===== config.mk =====
export PLATFORM = sky130hd
export DESIGN_NAME = sar_adc_sequencer
export DESIGN_NICKNAME = d
export VERILOG_FILES = /design/src/rtl/sar_seq_pkg.sv /design/src/rtl/sar_ctrl_fsm.sv /design/src/rtl/sar_bit_engine.sv /design/src/rtl/sar_result_reg.sv /design/src/rtl/sar_adc_sequencer.sv
export SDC_FILE = /design/constraint.sdc
export NUM_CORES = 1
export LEC_CHECK = 0
export CORE_UTILIZATION = 48
export CTS_CLUSTER_SIZE = 28
export DETAILED_ROUTE_END_ITERATION = 10
export PLACE_DENSITY = 0.87
export SLEW_MARGIN = 20
export SYNTH_ARGS = -nofsm -noshare
export SYNTH_HDL_FRONTEND = slang
export SYNTH_SLANG_ARGS = --single-unit

===== constraint.sdc =====
create_clock -name clk -period 1.6 [get_ports clk]
set_input_delay 0.32 -clock clk [delete_from_list [all_inputs] [get_ports clk]]
set_output_delay 0.32 -clock clk [all_outputs]
set_load 0.02 [all_outputs]

===== src/rtl/sar_seq_pkg.sv =====
package sar_seq_pkg;

  typedef enum logic [1:0] {
    ST_IDLE    = 2'd0,
    ST_SAMPLE  = 2'd1,
    ST_CONVERT = 2'd2
  } seq_state_e;

endpackage


===== src/rtl/sar_ctrl_fsm.sv =====
module sar_ctrl_fsm
  import sar_seq_pkg::*;
#(
  parameter int SAMPLE_CYCLES = 4,
  parameter int CHW           = 3
) (
  input  logic           clk,
  input  logic           rst_n,
  input  logic           start,
  input  logic [CHW:0]   cfg_ch_count,
  input  logic [CHW-1:0] cfg_ch_sel,
  input  logic           last_trial,
  output logic           load_first,
  output logic           trial_en,
  output logic           done,
  output logic           busy,
  output logic           sh_sample,
  output logic           err,
  output logic [CHW-1:0] mux_sel
);

  localparam int SCW = (SAMPLE_CYCLES > 1) ? $clog2(SAMPLE_CYCLES) : 1;
  localparam logic [SCW-1:0] SAMPLE_LAST = SCW'(SAMPLE_CYCLES - 1);

  seq_state_e     state_q, state_d;
  logic [SCW-1:0] cnt_q, cnt_d;
  logic [CHW-1:0] ch_q;
  logic           ch_en;
  logic           err_q, err_d, err_en;
  logic           sel_ok;

  assign sel_ok = ({1'b0, cfg_ch_sel} < cfg_ch_count);

  always_comb begin
    state_d = state_q;
    cnt_d   = cnt_q;
    ch_en   = 1'b0;
    err_en  = 1'b0;
    err_d   = err_q;
    case (state_q)
      ST_IDLE: begin
        if (start) begin
          err_en = 1'b1;
          if (sel_ok) begin
            state_d = ST_SAMPLE;
            cnt_d   = '0;
            ch_en   = 1'b1;
            err_d   = 1'b0;
          end else begin
            err_d   = 1'b1;
          end
        end
      end
      ST_SAMPLE: begin
        if (cnt_q == SAMPLE_LAST) state_d = ST_CONVERT;
        else                      cnt_d   = cnt_q + 1'b1;
      end
      ST_CONVERT: begin
        if (last_trial) state_d = ST_IDLE;
      end
      default: state_d = ST_IDLE;
    endcase
  end

  always_ff @(posedge clk or negedge rst_n) begin
    if (!rst_n) begin
      state_q <= ST_IDLE;
      cnt_q   <= '0;
      ch_q    <= '0;
      err_q   <= 1'b0;
    end else begin
      state_q <= state_d;
      cnt_q   <= cnt_d;
      if (ch_en)  ch_q  <= cfg_ch_sel;
      if (err_en) err_q <= err_d;
    end
  end

  assign load_first = (state_q == ST_SAMPLE) && (cnt_q == SAMPLE_LAST);
  assign trial_en   = (state_q == ST_CONVERT);
  assign done       = trial_en && last_trial;
  assign busy       = (state_q != ST_IDLE);
  assign sh_sample  = (state_q != ST_CONVERT);
  assign err        = err_q;
  assign mux_sel    = ch_q;

  // an out-of-range start while idle leaves the block idle with err raised
  assert_bad_start_R10: assert property (@(posedge clk) disable iff (!rst_n)
    (start && !busy && !sel_ok) |=> (err && !busy));

endmodule


===== src/rtl/sar_bit_engine.sv =====
module sar_bit_engine #(
  parameter int RES_BITS = 8
) (
  input  logic                clk,
  input  logic                rst_n,
  input  logic                load_first,
  input  logic                trial_en,
  input  logic                cmp_in,
  output logic [RES_BITS-1:0] sar_q,
  output logic [RES_BITS-1:0] decided,
  output logic                last_trial
);

  localparam int PW = $clog2(RES_BITS);
  localparam int MSB = RES_BITS - 1;

  logic [PW-1:0]       ptr_q, ptr_d;
  logic                ptr_en;
  logic [RES_BITS-1:0] trial_next;
  logic [RES_BITS-1:0] sar_d;
  logic                sar_en;

  for (genvar i = 0; i < RES_BITS; i++) begin : g_bit
    assign decided[i] = (int'(ptr_q) == i) ? (sar_q[i] & cmp_in) : sar_q[i];
    if (i == MSB) begin : g_top
      assign trial_next[i] = decided[i];
      assign sar_d[i]      = load_first ? 1'b1 : trial_next[i];
    end else begin : g_low
      assign trial_next[i] = (int'(ptr_q) == i + 1) ? 1'b1 : decided[i];
      assign sar_d[i]      = load_first ? 1'b0 : trial_next[i];
    end
  end

  assign last_trial = trial_en && (ptr_q == '0);
  assign sar_en     = load_first || trial_en;

  always_comb begin
    ptr_en = 1'b0;
    ptr_d  = ptr_q;
    if (load_first) begin
      ptr_en = 1'b1;
      ptr_d  = PW'(MSB);
    end else if (trial_en && !last_trial) begin
      ptr_en = 1'b1;
      ptr_d  = ptr_q - 1'b1;
    end
  end

  always_ff @(posedge clk or negedge rst_n) begin
    if (!rst_n) begin
      sar_q <= '0;
      ptr_q <= '0;
    end else begin
      if (sar_en) sar_q <= sar_d;
      if (ptr_en) ptr_q <= ptr_d;
    end
  end

  // every trial cycle presents a tap with a trial bit set
  assert_trial_bit_R5: assert property (@(posedge clk) disable iff (!rst_n)
    trial_en |-> (sar_q != '0));

endmodule


===== src/rtl/sar_result_reg.sv =====
module sar_result_reg #(
  parameter int RES_BITS = 8
) (
  input  logic                clk,
  input  logic                rst_n,
  input  logic                done,
  input  logic [RES_BITS-1:0] code_in,
  output logic [RES_BITS-1:0] result,
  output logic                irq
);

  logic [RES_BITS-1:0] result_q;
  logic                irq_q;

  always_ff @(posedge clk or negedge rst_n) begin
    if (!rst_n) begin
      result_q <= '0;
      irq_q    <= 1'b0;
    end else begin
      if (done) result_q <= code_in;
      irq_q <= done;
    end
  end

  assign result = result_q;
  assign irq    = irq_q;

  // completion pulse lasts a single cycle
  assert_irq_single_R8: assert property (@(posedge clk) disable iff (!rst_n)
    irq_q |=> !irq_q);

  // result only moves in the cycle the completion pulse is shown
  assert_result_hold_R11: assert property (@(posedge clk) disable iff (!rst_n)
    !irq_q |-> $stable(result_q));

endmodule


===== src/rtl/sar_adc_sequencer.sv =====
module sar_adc_sequencer #(
  parameter int NUM_CH        = 8,
  parameter int RES_BITS      = 8,
  parameter int SAMPLE_CYCLES = 4,
  localparam int CHW = (NUM_CH > 1) ? $clog2(NUM_CH) : 1
) (
  input  logic                clk,
  input  logic                rst_n,
  input  logic [CHW:0]        cfg_ch_count,
  input  logic [CHW-1:0]      cfg_ch_sel,
  input  logic                start,
  input  logic                cmp_in,
  output logic [CHW-1:0]      mux_sel,
  output logic                sh_sample,
  output logic [RES_BITS-1:0] tap_code,
  output logic                busy,
  output logic                err,
  output logic [RES_BITS-1:0] result,
  output logic                irq
);

  localparam logic [RES_BITS-1:0] HALF_CODE = {1'b1, {(RES_BITS-1){1'b0}}};

  logic                load_first;
  logic                trial_en;
  logic                done;
  logic                last_trial;
  logic [RES_BITS-1:0] decided;

  sar_ctrl_fsm #(
    .SAMPLE_CYCLES (SAMPLE_CYCLES),
    .CHW           (CHW)
  ) u_ctrl (
    .clk          (clk),
    .rst_n        (rst_n),
    .start        (start),
    .cfg_ch_count (cfg_ch_count),
    .cfg_ch_sel   (cfg_ch_sel),
    .last_trial   (last_trial),
    .load_first   (load_first),
    .trial_en     (trial_en),
    .done         (done),
    .busy         (busy),
    .sh_sample    (sh_sample),
    .err          (err),
    .mux_sel      (mux_sel)
  );

  sar_bit_engine #(
    .RES_BITS (RES_BITS)
  ) u_bits (
    .clk        (clk),
    .rst_n      (rst_n),
    .load_first (load_first),
    .trial_en   (trial_en),
    .cmp_in     (cmp_in),
    .sar_q      (tap_code),
    .decided    (decided),
    .last_trial (last_trial)
  );

  sar_result_reg #(
    .RES_BITS (RES_BITS)
  ) u_result (
    .clk     (clk),
    .rst_n   (rst_n),
    .done    (done),
    .code_in (decided),
    .result  (result),
    .irq     (irq)
  );

  // entering hold coincides with the half-reference tap
  assert_first_tap_R3: assert property (@(posedge clk) disable iff (!rst_n)
    $fell(sh_sample) |-> (tap_code == HALF_CODE));

  // busy has dropped whenever the completion pulse is visible
  assert_irq_idle_R9: assert property (@(posedge clk) disable iff (!rst_n)
    irq |-> !busy);

  // a start while busy does not disturb the channel select
  assert_busy_start_R11: assert property (@(posedge clk) disable iff (!rst_n)
    (busy && start) |=> (mux_sel == $past(mux_sel)));

endmodule


Word level (Yosys, flattened, before mapping)

Index checks and enable logic that the tools add are counted.

Add/subtract/negate cells: 2
Magnitude comparators: 1
Equal/unequal tests: 16
Muxes and demuxes: 42
Bitwise operators: 8
Reduce and logical (&&, ||, !) cells: 16

Operators with widths:

| kind                                                   | number |
|---|---|
| two-way mux 1 bit                                      | 31 |
| two-way mux 2 bit                                      | 7 |
| == test 3 bit (second input constant)                  | 4 |
| AND 1 bit                                              | 8 |
| inequality test 2 bit (second input constant)          | 4 |
| AND reduction 4 bit                                    | 2 |
| == test 3 x 2 -> 1 bit (second input constant)         | 2 |
| zero test 3 bit                                        | 2 |
| two-way mux 3 bit                                      | 2 |
| case mux 2 bit (3 select lines)                        | 1 |
| nonzero test 2 bit                                     | 3 |
| == test 2 bit (second input constant)                  | 2 |
| logical AND 1 bit                                      | 4 |
| less-than comparator 3 x 4 -> 1 bit                    | 1 |
| inequality test 2 x 1 -> 1 bit (second input constant) | 2 |
| case mux 2 bit (2 select lines)                        | 1 |
| == test 3 x 1 -> 1 bit (second input constant)         | 1 |
| AND reduction 3 bit                                    | 1 |
| subtractor 3 x 1 -> 3 bit (second input constant)      | 1 |
| adder 2 x 1 -> 2 bit (second input constant)           | 1 |
| == test 2 x 1 -> 1 bit (second input constant)         | 1 |
| zero test 2 bit                                        | 1 |
| AND reduction 2 bit                                    | 1 |
| zero test 1 bit                                        | 1 |
| logical OR 1 bit                                       | 1 |

Flip-flop bits (word level): 28
Input port bits: 11
Output and inout port bits: 23
Word-level logic and storage cells: 93

Logic depth before layout (Yosys ltp)

Depth in word-level cells: 7
Mapped depth: 6
Depth with buffers taken out: 6

Modules after synthesis

A second synthesis with hierarchy kept.

Cells, all modules: 118
Area, all modules: 1,430.1 sq um

By module, submodules not included:

| module         | instances | cells each | area each (sq um) | seq. area each (sq um) |
|---|---|---|---|---|
| sar_bit_engine | 1         | 61         | 626.9             | 275.3 |
| sar_ctrl_fsm   | 1         | 39         | 446.7             | 200.2 |
| sar_result_reg | 1         | 18         | 356.6             | 225.2 |

Worst setup path before layout

Ideal clock, no wire load.

Kind: register to register
From: register u_ctrl.state_q[0]
To: register u_ctrl.ch_q[0] (netlist: u_ctrl.mux_sel[0])
Library setup time: 0.125 ns
Arrival: 1.424 ns
Required time: 1.475 ns
Path slack: 0.051 ns
Stages on the path, launching flop included: 5
Path buffers: 0
Clock period less this slack: 1.549 ns
Cells stage by stage: dfrtp_1 or2_1 nor2_2 o311a_2 mux2_2

Word-level cells in the longest chain between the ends: 2

RTL lines:

| what                   | RTL line           | source |
|---|---|---|
| start, declared        | sar_ctrl_fsm.sv:25 | `seq_state_e state_q, state_d;` |
| start signal, assigned | sar_ctrl_fsm.sv:72 | `state_q <= state_d;` |
| zero test 2 bit        | sar_ctrl_fsm.sv:40 | `case (state_q)` |
| two-way mux 1 bit      | sar_ctrl_fsm.sv:40 |  |
| end signal, assigned   | sar_ctrl_fsm.sv:74 | `if (ch_en) ch_q <= cfg_ch_sel;` |
| end, declared          | sar_ctrl_fsm.sv:27 | `logic [CHW-1:0] ch_q;` |

Every way passes these cells.
A chain may end at the register's enable or synchronous reset.

Worst setup path after layout

From: input cfg_ch_count[2]
To: register u_ctrl.ch_q[1] (netlist: u_ctrl.mux_sel[1])

Word-level cells in the longest chain between the ends: 4

RTL lines:

| what                                | RTL line               | source |
|---|---|---|
| start, declared                     | sar_adc_sequencer.sv:9 | `input logic [CHW:0] cfg_ch_count,` |
| less-than comparator 3 x 4 -> 1 bit | sar_ctrl_fsm.sv:32     | `assign sel_ok = ({1'b0, cfg_ch_sel} < cfg_ch_count);` |
| two-way mux 1 bit                   | sar_ctrl_fsm.sv:44     | `if (sel_ok) begin` |
| two-way mux 1 bit                   | sar_ctrl_fsm.sv:42     | `if (start) begin` |
| two-way mux 1 bit                   | sar_ctrl_fsm.sv:40     |  |

Every way passes these cells.

==> results.json <==
{
  "syn_inst": 147,
  "switching_share": 0.403,
  "dr.first_iter.drc_count": 46,
  "max_stage_delay_ps": 450,
  "yosys_warnings": 0,
  "die-height_um": 55.9,
  "crit_end": "u_ctrl.mux_sel[1]",
  "grt_start_max_net_pins": 29,
  "path_class": "primary input to flip-flop",
  "end_kind": "flip-flop",
  "r2r-end": "u_ctrl.cnt_q[0]",
  "dieArea_um2": 3130,
  "clock_latency_ps": 320,
  "viasPerCell": 5.39,
  "wl_per_cell_um": 12.8,
  "synth_edf_count": 0,
  "slew_viol_final": 0,
  "clockBufferDepth": 2,
  "crit_fanout": 6,
  "critPathBufInv": 3,
  "synth_area_leader_cell": "dfrtp_1",
  "crit_start": "cfg_ch_count[2]",
  "cp_slowest_cell": "clkdlybuf4s50_1",
  "arrival_ps": 1800,
  "rows": 19,
  "cap_violations": 0,
  "syn_avg_cell_area_um2": 9.50,
  "grt_pass1_vias": 1277,
  "synthArstFlopShare": 1.00,
  "start_util": 0.506,
  "worstSetupStartpointType": "primary input",
  "synth_area_leaders": "dfrtp_1 50%, nand2_1 7.5%, ha_1 7.2%",
  "crit_cells": 6,
  "timing.fmax_mhz": 634,
  "grtUsageTotal": 0.209,
  "switching_power_mw": 1.27,
  "outcome": "finished clean",
  "fp.dieW_um": 55.9,
  "cts.sinks": 28,
  "clk_pin_slew_worst_paths_ps": 150,
  "internal-power_mw": 1.89,
  "period_share": 0.986,
  "rrSetupSlack_ps": 100,
  "power_leakage_nw": 0.930,
  "synth_cell_type_count": 29,
  "worst_slew_pin_slew_ps": 322,
  "power.density_nw_per_um2": 1670,
  "cts_buffers": 3,
  "rsz0062_at_grt": "false",
  "synth_fp_nets": 166,
  "route.vias.total": 1224,
  "synth-seq-cells": 28,
  "cts_tree": "yes",
  "wl_um": 2910,
  "htreeDepth": 1,
  "critical_path.top_delay_family": "buffers and inverters",
  "layout-drive-gt1-share": 0.168,
  "cp_cell_sequence": "clkdlybuf4s50_1 -> inv_1 -> ha_1 -> inv_1 -> o311a_4 -> mux2_2",
  "antenna_cells": 0,
  "cts_root_buf": "clkbuf_4",
  "core_um2": 2760,
  "overflow": 0,
  "port_buffers": 33,
  "pin_count": 34,
  "fin_hold_ws_ps": 347,
  "syn_area_um2": 1400,
  "synth_top_area_share": 0.502,
  "crit_required_ps": 1830,
  "maxSlewHeadroom": 0.783,
  "synthTopCellsByCount": "28 x dfrtp_1, 28 x nand2_1, 12 x inv_1, 12 x nor2_1, 12 x o21ai_0",
  "drc": 0,
  "hold_class": "primary input to async pin",
  "grt_first_pass_wirelength_um": 5210,
  "post-route-min-period_ps": 1580,
  "place_hpwl_um": 2230,
  "ir_drop_mv": 1.05,
  "seq_area_frac_synth": 0.502,
  "r2r_cells": 4,
  "hold_viol_final": 0,
  "fin_skew_ps": 5.23,
  "areaGrowthSynthToFinish_pct": 36.0,
  "power_mw": 3.16,
  "antenna_left": 0,
  "dr.pass1.iters": 4,
  "p_seq_frac": 0.356,
  "pwr-share-clk": 0.146,
  "synth_flop_cell": "dfrtp_1",
  "power_frac_comb": 0.499,
  "grt_antenna_before_repair": 0,
  "r2r-start": "u_ctrl.cnt_q[0]",
  "setup_viol": 0,
  "gp_congestion": 0.862,
  "cp_common_cell": "inv_1",
  "nNetsFinal": 216
}
## cell families (layout without fill, tap and decap cells)
kind of cell	Yosys count	after routing	share of synthesized area
DFF	28	28	0.502
adders and majority gates	8	8	0.0717
AOI/OAI and AO/OA	34	34	0.156
buffers and inverters	16	65	0.0457
muxes	6	6	0.0484
and+or+nand+nor	55	55	0.177
## repair_timing
action                     in CTS  in global routing
hold buffers                    0                  0
resized for setup              30                  3
buffers inserted                1                  0
setup endpoints to repair      27                  3
## layout make-up
type	instances	area, µm²
multi-input cells	103	648
repair buffers	49	414
inverters	12	45.0
well taps	31	38.8
clock inverters	1	30.0
clock buffers	3	22.5
flip-flops and latches	28	701
fillers	236	858
## worst reg2reg max path, delay by kind of cell, from the launching register on
family,cells,cell delay [ps]
adders and majority gates,1,230
DFF,1,420
and+or+nand+nor,2,710
AOI/OAI and AO/OA,1,80
## power groups by stage
stage | clock, mW | combinational (mW) | sequential (mW)
floorplan | 0 | 0.732 | 1.35
CTS | 0.472 | 1.57 | 1.13
finish | 0.461 | 1.58 | 1.13
global placement | 0 | 1.61 | 1.14
global route | 0.506 | 1.74 | 1.17
detailed placement | 0 | 1.67 | 1.15
## flip-flops by register name, summed over array words and instances, names as in the netlist
signal	flops
u_bits.sar_q	8
u_result.result	8
u_bits.ptr_q	3
u_ctrl.mux_sel	3
u_ctrl.cnt_q	2
u_ctrl.state_q	2
u_ctrl.err	1
u_result.irq	1
## per-layer routing
metal / global-route usage / share of wire / wire length [µm]
met2: 0.394 / 0.53 / 1540
met5: 0 / 0 / 0
met1: 0.234 / 0.40 / 1150
met4: 0.0592 / 0.0072 / 21
met3: 0.0465 / 0.067 / 194
## cells in the final DEF, fill, tap and decap left out, types with 6 or more instances in the layout
cell | synthesis | final
a21oi_1 | 7 | 6
buf_4 | 0 | 16
clkdlybuf4s50_1 | 0 | 10
dfrtp_1 | 28 | 28
dlygate4sd2_1 | 0 | 21
ha_1 | 8 | 8
inv_1 | 12 | 12
mux2_2 | 6 | 6
nand2_1 | 28 | 28
nor2_1 | 12 | 12
o21ai_0 | 12 | 11
## how the worst min path moves through the flow
stage,start,endpoint,cells past startpoint
floorplan,rst_n,u_bits.ptr_q[0],0
global placement,u_result.result[2],u_result.result[2],2
detailed placement,u_result.result[6],u_result.result[6],2
CTS,rst_n,u_bits.sar_q[2],2
global route,rst_n,u_bits.sar_q[1],2
finish,rst_n,u_result.result[0],2
## metrics by stage
step | instances | setup TNS, ps | setup slack (ps) | util | area, µm²
final | 227 | 0 | 21.7 | 0.689 | 1900
after global routing | 227 | 0 | 0.554 | 0.689 | 1900
after CTS | 227 | 0 | 10.6 | 0.690 | 1900
after detailed placement | 222 | -2330 | -389 | 0.674 | 1860
after global placement | 222 | -1910 | -337 | 0.674 | 1860
after floorplan | 147 | 0 | 51.3 | - | 1400
(Power assumes the default switching activity.)
